$ cat src/rtl/tdm_pkg.sv
`timescale 1ns/1ps
package tdm_pkg;
  localparam int SAMPLE_W = 16;
  localparam int CODE_W   = 8;

  typedef enum logic [1:0] {
    CMP_OFF  = 2'd0,
    CMP_ALAW = 2'd1,
    CMP_ULAW = 2'd2,
    CMP_RSVD = 2'd3
  } comp_mode_e;

  function automatic logic [4:0] word_len(input logic [1:0] sel);
    return 5'd2 << sel;
  endfunction
endpackage

$ cat src/rtl/tdm_frame_ctl.sv
`timescale 1ns/1ps
module tdm_frame_ctl #(
  parameter int SLOT_W = 7,
  parameter int BIT_W  = 4
) (
  input  logic              clk_i,
  input  logic              rst_ni,
  input  logic              bclk_i,
  input  logic              fsync_i,
  input  logic              sd_i,
  input  logic              sync_dly_i,
  input  logic [SLOT_W-1:0] slots_m1_i,
  input  logic [BIT_W:0]    wlen_i,
  output logic              tick_o,
  output logic              fall_o,
  output logic              act_o,
  output logic              first_o,
  output logic              last_o,
  output logic              sd_o,
  output logic [SLOT_W-1:0] slot_o,
  output logic [BIT_W-1:0]  bit_o
);
  logic bclk_q, pend_q, act_q, sd_q, tick_q;
  logic [SLOT_W-1:0] slot_q;
  logic [BIT_W-1:0]  bit_q;
  logic rise, at_last;

  assign rise    = bclk_i & ~bclk_q;
  assign fall_o  = bclk_q & ~bclk_i;
  assign at_last = ({1'b0, bit_q} == (wlen_i - 1'b1));

  always_ff @(posedge clk_i or negedge rst_ni) begin
    if (!rst_ni) begin
      bclk_q <= 1'b0;
      tick_q <= 1'b0;
      pend_q <= 1'b0;
      act_q  <= 1'b0;
      sd_q   <= 1'b0;
      slot_q <= '0;
      bit_q  <= '0;
    end else begin
      bclk_q <= bclk_i;
      tick_q <= rise;
      if (rise) begin
        sd_q <= sd_i;
        if (fsync_i) begin
          pend_q <= sync_dly_i;
          act_q  <= ~sync_dly_i;
          slot_q <= '0;
          bit_q  <= '0;
        end else if (pend_q) begin
          pend_q <= 1'b0;
          act_q  <= 1'b1;
          slot_q <= '0;
          bit_q  <= '0;
        end else if (act_q) begin
          if (at_last) begin
            bit_q <= '0;
            if (slot_q == slots_m1_i) act_q <= 1'b0;
            else slot_q <= slot_q + 1'b1;
          end else begin
            bit_q <= bit_q + 1'b1;
          end
        end
      end
    end
  end

  assign tick_o  = tick_q;
  assign act_o   = act_q;
  assign first_o = act_q & (bit_q == '0);
  assign last_o  = act_q & at_last;
  assign sd_o    = sd_q;
  assign slot_o  = slot_q;
  assign bit_o   = bit_q;
endmodule

$ cat src/rtl/tdm_codec.sv
`timescale 1ns/1ps
module tdm_codec
  import tdm_pkg::*;
(
  input  logic                alaw_i,
  input  logic [CODE_W-1:0]   code_i,
  output logic [SAMPLE_W-1:0] lin_o,
  input  logic [SAMPLE_W-1:0] lin_i,
  output logic [CODE_W-1:0]   code_o
);
  // expansion
  logic [7:0]  av, uv;
  logic [15:0] at, ut, a_lin, u_lin;
  always_comb begin
    av = code_i ^ 8'h55;
    at = {8'h00, av[3:0], 4'h8};
    if (av[6:4] != 3'd0) at = (at + 16'h0100) << (av[6:4] - 3'd1);
    a_lin = av[7] ? at : (16'h0000 - at);
    uv = ~code_i;
    ut = ({9'h000, uv[3:0], 3'b000} + 16'h0084) << uv[6:4];
    u_lin = uv[7] ? (16'h0084 - ut) : (ut - 16'h0084);
    lin_o = alaw_i ? a_lin : u_lin;
  end

  // compression
  logic        apos, uneg;
  logic [11:0] amag;
  logic [2:0]  aseg, useg;
  logic [3:0]  amant, umant;
  logic [15:0] umag, ux;
  logic [7:0]  a_code, u_code;
  always_comb begin
    apos = ~lin_i[15];
    amag = apos ? lin_i[14:3] : ~lin_i[14:3];
    aseg = 3'd0;
    for (int i = 5; i < 12; i++) if (amag[i]) aseg = 3'(i - 4);
    amant  = (aseg == 3'd0) ? amag[4:1] : 4'(amag >> aseg);
    a_code = {1'b0, aseg, amant} ^ (apos ? 8'hD5 : 8'h55);

    uneg = lin_i[15];
    umag = uneg ? (16'h0000 - lin_i) : lin_i;
    if (umag > 16'd32635) umag = 16'd32635;
    ux   = umag + 16'h0084;
    useg = 3'd0;
    for (int i = 8; i < 15; i++) if (ux[i]) useg = 3'(i - 7);
    umant  = 4'(ux >> ({1'b0, useg} + 4'd3));
    u_code = {1'b0, useg, umant} ^ (uneg ? 8'h7F : 8'hFF);

    code_o = alaw_i ? a_code : u_code;
  end
endmodule

$ cat src/rtl/tdm_rx.sv
`timescale 1ns/1ps
module tdm_rx
  import tdm_pkg::*;
#(
  parameter int SLOT_W = 7,
  parameter int BIT_W  = 4
) (
  input  logic                clk_i,
  input  logic                rst_ni,
  input  logic                tick_i,
  input  logic                last_i,
  input  logic                sd_i,
  input  logic [BIT_W:0]      wlen_i,
  input  logic [SLOT_W-1:0]   slot_i,
  input  logic                comp_en_i,
  input  logic [SAMPLE_W-1:0] lin_i,
  output logic [CODE_W-1:0]   code_o,
  output logic [SAMPLE_W-1:0] rx_data_o,
  output logic [SLOT_W-1:0]   rx_slot_o,
  output logic                rx_valid_o
);
  logic [SAMPLE_W-2:0] sh_q;
  logic [SAMPLE_W-1:0] word_nx, mask;

  assign word_nx = {sh_q, sd_i};
  assign mask    = {SAMPLE_W{1'b1}} >> (5'(SAMPLE_W) - wlen_i);
  assign code_o  = word_nx[CODE_W-1:0];

  always_ff @(posedge clk_i or negedge rst_ni) begin
    if (!rst_ni) begin
      sh_q       <= '0;
      rx_data_o  <= '0;
      rx_slot_o  <= '0;
      rx_valid_o <= 1'b0;
    end else begin
      rx_valid_o <= tick_i & last_i;
      if (tick_i) sh_q <= word_nx[SAMPLE_W-2:0];
      if (tick_i && last_i) begin
        rx_data_o <= comp_en_i ? lin_i : (word_nx & mask);
        rx_slot_o <= slot_i;
      end
    end
  end
endmodule

$ cat src/rtl/tdm_tx.sv
`timescale 1ns/1ps
module tdm_tx
  import tdm_pkg::*;
#(
  parameter int BIT_W = 4
) (
  input  logic                clk_i,
  input  logic                rst_ni,
  input  logic                tick_i,
  input  logic                fall_i,
  input  logic                act_i,
  input  logic                first_i,
  input  logic [BIT_W-1:0]    bit_i,
  input  logic [BIT_W:0]      wlen_i,
  input  logic                comp_en_i,
  input  logic [CODE_W-1:0]   code_i,
  input  logic [SAMPLE_W-1:0] tx_data_i,
  input  logic                tx_valid_i,
  output logic                tx_ready_o,
  output logic                underrun_o,
  output logic                sd_o
);
  logic [SAMPLE_W-1:0] txw_q;
  logic [BIT_W-1:0]    idx;

  assign tx_ready_o = tick_i & first_i;
  assign idx        = BIT_W'(SAMPLE_W - 1) - bit_i;

  always_ff @(posedge clk_i or negedge rst_ni) begin
    if (!rst_ni) begin
      txw_q      <= '0;
      underrun_o <= 1'b0;
      sd_o       <= 1'b0;
    end else begin
      underrun_o <= tx_ready_o & ~tx_valid_i;
      if (tx_ready_o) begin
        if (!tx_valid_i)    txw_q <= '1;
        else if (comp_en_i) txw_q <= {code_i, {(SAMPLE_W-CODE_W){1'b0}}};
        else                txw_q <= tx_data_i << (5'(SAMPLE_W) - wlen_i);
      end
      if (fall_i) sd_o <= act_i & txw_q[idx];
    end
  end
endmodule

$ cat src/rtl/tdm_port.sv
`timescale 1ns/1ps
module tdm_port
  import tdm_pkg::*;
#(
  parameter int MAX_SLOTS = 128
) (
  input  logic                           clk_i,
  input  logic                           rst_ni,
  input  logic                           bclk_i,
  input  logic                           fsync_i,
  input  logic                           sd_i,
  output logic                           sd_o,
  input  logic [1:0]                     word_sel_i,
  input  logic [$clog2(MAX_SLOTS)-1:0]   slots_m1_i,
  input  logic                           sync_dly_i,
  input  logic [1:0]                     comp_mode_i,
  input  logic [SAMPLE_W-1:0]            tx_data_i,
  input  logic                           tx_valid_i,
  output logic                           tx_ready_o,
  output logic [SAMPLE_W-1:0]            rx_data_o,
  output logic [$clog2(MAX_SLOTS)-1:0]   rx_slot_o,
  output logic                           rx_valid_o,
  output logic                           underrun_o
);
  localparam int SLOT_W = $clog2(MAX_SLOTS);
  localparam int BIT_W  = $clog2(SAMPLE_W);

  logic [BIT_W:0]      wlen;
  logic                comp_en, alaw;
  logic                tick, fall, act, first, last, sd_smp;
  logic [SLOT_W-1:0]   slot;
  logic [BIT_W-1:0]    bitn;
  logic [CODE_W-1:0]   rx_code, tx_code;
  logic [SAMPLE_W-1:0] rx_lin;

  assign wlen    = word_len(word_sel_i);
  assign alaw    = (comp_mode_i == CMP_ALAW);
  assign comp_en = (wlen == 5'(CODE_W)) && (alaw || comp_mode_i == CMP_ULAW);

  tdm_frame_ctl #(.SLOT_W(SLOT_W), .BIT_W(BIT_W)) i_frame (
    .clk_i, .rst_ni, .bclk_i, .fsync_i, .sd_i, .sync_dly_i, .slots_m1_i,
    .wlen_i(wlen), .tick_o(tick), .fall_o(fall), .act_o(act),
    .first_o(first), .last_o(last), .sd_o(sd_smp), .slot_o(slot), .bit_o(bitn)
  );

  tdm_codec i_codec (
    .alaw_i(alaw), .code_i(rx_code), .lin_o(rx_lin),
    .lin_i(tx_data_i), .code_o(tx_code)
  );

  tdm_rx #(.SLOT_W(SLOT_W), .BIT_W(BIT_W)) i_rx (
    .clk_i, .rst_ni, .tick_i(tick), .last_i(last), .sd_i(sd_smp),
    .wlen_i(wlen), .slot_i(slot), .comp_en_i(comp_en), .lin_i(rx_lin),
    .code_o(rx_code), .rx_data_o, .rx_slot_o, .rx_valid_o
  );

  tdm_tx #(.BIT_W(BIT_W)) i_tx (
    .clk_i, .rst_ni, .tick_i(tick), .fall_i(fall), .act_i(act),
    .first_i(first), .bit_i(bitn), .wlen_i(wlen), .comp_en_i(comp_en),
    .code_i(tx_code), .tx_data_i, .tx_valid_i, .tx_ready_o, .underrun_o, .sd_o
  );
endmodule

$ cat config.mk
export PLATFORM = sky130hd
export DESIGN_NAME = tdm_port
export DESIGN_NICKNAME = d
export VERILOG_FILES = /design/src/rtl/tdm_pkg.sv /design/src/rtl/tdm_frame_ctl.sv /design/src/rtl/tdm_codec.sv /design/src/rtl/tdm_rx.sv /design/src/rtl/tdm_tx.sv /design/src/rtl/tdm_port.sv
export SDC_FILE = /design/constraint.sdc
export NUM_CORES = 1
export LEC_CHECK = 0
export ABC_AREA = 1
export BUFFER_PORTS_ARGS = -buffer_cell sky130_fd_sc_hd__clkbuf_2
export CORE_ASPECT_RATIO = 1.2
export CORE_MARGIN = 2
export CORE_UTILIZATION = 50
export DETAILED_ROUTE_END_ITERATION = 10
export GPL_ROUTABILITY_DRIVEN = 0
export PLACE_DENSITY = 0.68
export SYNTH_ARGS = -nofsm -noshare
export SYNTH_HDL_FRONTEND = slang
export SYNTH_HIERARCHICAL = 1
export SYNTH_SLANG_ARGS = --single-unit
$ cat constraint.sdc
create_clock -name clk_i -period 6.8 [get_ports clk_i]
set_input_delay 0.68 -clock clk_i [delete_from_list [all_inputs] [get_ports clk_i]]
set_output_delay 0.68 -clock clk_i [all_outputs]
set_load 0.05 [all_outputs]
==> results by group <==
Final layout
  • Reg area: around 1800 µm²
  • Syn-to-layout area delta: 7.39%
  • Antenna cell count: 0
  • Layout cells sized above 1: 0.141
  • Area of the multi-input gates: approximately 5500 µm²
  • Post-layout nets: roughly 1500
  • Fillcell total: 1695
  • Post-Layout Cell Count: about 1600

Critical path
  • Crit-path leading delay family: simple AND/OR/NAND/NOR gates
  • Crit-path max cell delay: ~600 ps
  • Slowest cell on the critical path: clkbuf_2
  • Critical path capture point type: flip-flop
  • Crit path max fanout: 37
  • CP most frequent cell: nand2_1
  • Reg-to-reg critical path startpoint: i_rx/sh_q[4]
  • R2R cell count: 17
  • WP data arrival: about 4500 ps
  • Reg2reg end: i_rx/rx_data_o[15]
  • WP data required: around 7000 ps
  • Worst Setup Start Kind: input pin
  • Reg-to-reg slack, setup: ~2800 ps
  • Kind of critical path: in2reg
  • CP Buf/Inv Count: 7

Power
  • Leak: around 4.7 nW
  • PD cells: approximately 270 nW/µm²
  • Worst VDD drop: 0.217 mV
  • Design Power: roughly 2.4 mW

Run status
  • Status: finished, final reports clean

Flow run
  • MaxCap Viol Count: 0

Logic synthesis
  • Synthesized flop and latch total: 73
  • Leading area contributor after synthesis: dfrtp_1
  • Gate count of the mapped netlist: around 1400
  • YS warnings: 6
  • Asr flop ratio synth: 1.00
  • Post-synth cell types: 62
  • Syn Area/Cell: 6.01 µm²
  • Synth top cells by count: nand2_1, inv_1, nand3_1
  • Synth top area share: 0.220
  • Post-synthesis sequential area ratio: 0.220
  • Syn Std Cell Area: between 8000 and 9000 µm²
  • Number of flops mapped to enable cells by yosys: 0
  • Area contributors post-synth: dfrtp_1, nand2_1, nand3_1, inv_1, nor2_1
  • Most numerous cell in the Yosys netlist: nand2_1
  • Ys flop type: dfrtp_1

Timing
  • Final setup vio count: 0
  • Post-layout min period: around 4300 ps
  • Total negative setup slack: 0 ps
  • Fmax: between 0.2 and 0.25 GHz
  • Slew headroom: 0.269
  • Endpoints failing hold: 0
  • Period utilization: 0.626
  • Worst-margin pin slew: 1100 ps
  • Max-slew violation count: 0
  • Clk_skew: between 4 and 5 ps
  • RSZ-0062 raised after global routing: false

Floorplanning
  • Die ar.: between 15000 and 20000 µm²
  • # rows: 51
  • Core Area: 16300 µm²
  • IO Pins: 61
  • Die Height: around 150 µm
  • Die Wd: approximately 120 µm
  • Initial Utilization: 0.511

Route
  • DR WL met3: a little over 1 mm
  • M1 WL: approximately 10 mm
  • DRT iter0 DRCs: 617
  • Post-DRT Antenna Nets: 0
  • WL per Instance: approximately 13 µm
  • DRC: 0
  • Top Metal Used: met4
  • DR vias: 8452
  • Pre-Repair DR Iteration Count: 5
  • Total Wirelength: ~22 mm
  • Drt via density: a little over 5
  • DR WL met2: 10.4 mm

Clock network
  • Post-CTS setup buffer count: 0
  • CTS Hold Bufs: 0
  • CTS HTree Levels: 3
  • CTS buffer count: 9
  • Post-CTS Resized: 0
  • Clk buf depth: 2
  • Clk sinks: 73
  • Clk slew on worst S/H paths: 60 ps
  • Worst skew pair latency: 340 ps
  • Clk root buf: clkbuf_16
  • CTS tree: done

GRT
  • Pin count of the biggest net entering global routing: 74
  • First-pass GRT wire length: approximately 37 mm
  • Vias in the first global route: approximately 7800
  • GR Util All Layers: 0.253
  • Initial antenna violation count: 0
  • GRT overflow: 0

Placement
  • Hpwl dp: roughly 16 mm
  • I/O Buffers: 60
  • Placed Cells: roughly 1600

Worst hold path
  • Hold WC Path Type: in2async
registers in the layout, indices dropped and copies added, names as in the netlist:
signal and count:
i_rx/rx_data_o 16, i_tx/txw_q 16, i_rx/sh_q 15, i_frame/slot_o 7, i_rx/rx_slot_o 7, i_frame/bit_o 4, i_frame/act_o 1, i_frame/bclk_q 1
i_frame/pend_q 1, i_frame/sd_o 1, i_frame/tick_o 1, i_rx/rx_valid_o 1, i_tx/sd_o 1, i_tx/underrun_o 1
cells by family after synthesis:
logic type,share of synthesized area
compound gates,0.138
simple gates,0.456
mux,0.00271
xor+xnor,0.0274
buf+inv,0.127
other cells,0.000903
flops,0.220
fa+ha+maj,0.0286
metrics by stage:
step | cell area, µm² | worst slack, ps | hold slack [ps] | utilization
after floorplan | 8340 | 3030 | 384 | -
after global placement | 8600 | 2410 | 464 | 0.529
after detailed placement | 8600 | 2240 | 464 | 0.529
after CTS | 8930 | 2580 | 473 | 0.549
after global routing | 8930 | 2010 | 478 | 0.549
final | 8930 | 2550 | 477 | 0.549
layout by cell type (no fill, tap or decap), types with 3 or more instances in the layout:
cell type,netlist,layout
nand2_1,448,448
inv_1,166,166
nand3_1,132,132
nor2_1,125,125
a21oi_1,77,77
dfrtp_1,73,73
o21ai_0,68,68
clkbuf_2,2,59
inv_2,22,22
nand2_2,20,20
ha_1,19,19
nor2_2,16,16
xnor2_1,16,16
nor2_4,12,12
nand4_1,11,11
nand3_2,11,11
nor3_1,11,11
clkbuf_16,0,9
o22ai_1,9,9
o21ai_1,8,8
nand2_4,8,8
o211ai_1,8,8
conb_1,2,8
nand3b_1,5,5
xor2_1,5,5
nor2_8,4,4
or2_2,4,4
a21oi_2,4,4
buf_4,13,4
clkinv_1,3,3
nand3_4,3,3
o311ai_0,3,3
nor4_1,3,3
a22oi_1,3,3
area by class of cell:
class	count	area share
multi-input combinational	1069	0.611
sequential	73	0.205
inverter	193	0.0819
timing repair buffer	63	0.0364
tap	212	0.0297
clock buffer	9	0.0252
clock inverter	7	0.0115
worst max path at each step:
stage	cells past startpoint	to	startpoint
6_report	35	i_tx/txw_q[11]	tx_data_i[15]
5_1_grt	35	i_tx/txw_q[11]	tx_data_i[15]
4_1_cts	33	i_tx/txw_q[10]	tx_data_i[15]
3_5_place_dp	35	i_tx/txw_q[11]	tx_data_i[15]
3_3_place_gp	35	i_tx/txw_q[11]	tx_data_i[15]
2_1_floorplan	35	i_tx/txw_q[11]	tx_data_i[0]
layer usage:
| metal | GRT usage | vias up |
|---|---|---|
| met5 | 0 | - |
| met4 | 0.0517 | 0 |
| met3 | 0.0311 | 16 |
| met2 | 0.418 | 182 |
| met1 | 0.355 | 3809 |
| li1 | - | 4445 |
report_power, final:
group	internal (mW)	switching, mW
sequential	0.554	0.0979
combinational	0.367	0.854
clock	0.325	0.192
No activity file was read; power rests on OpenSTA's default activity.
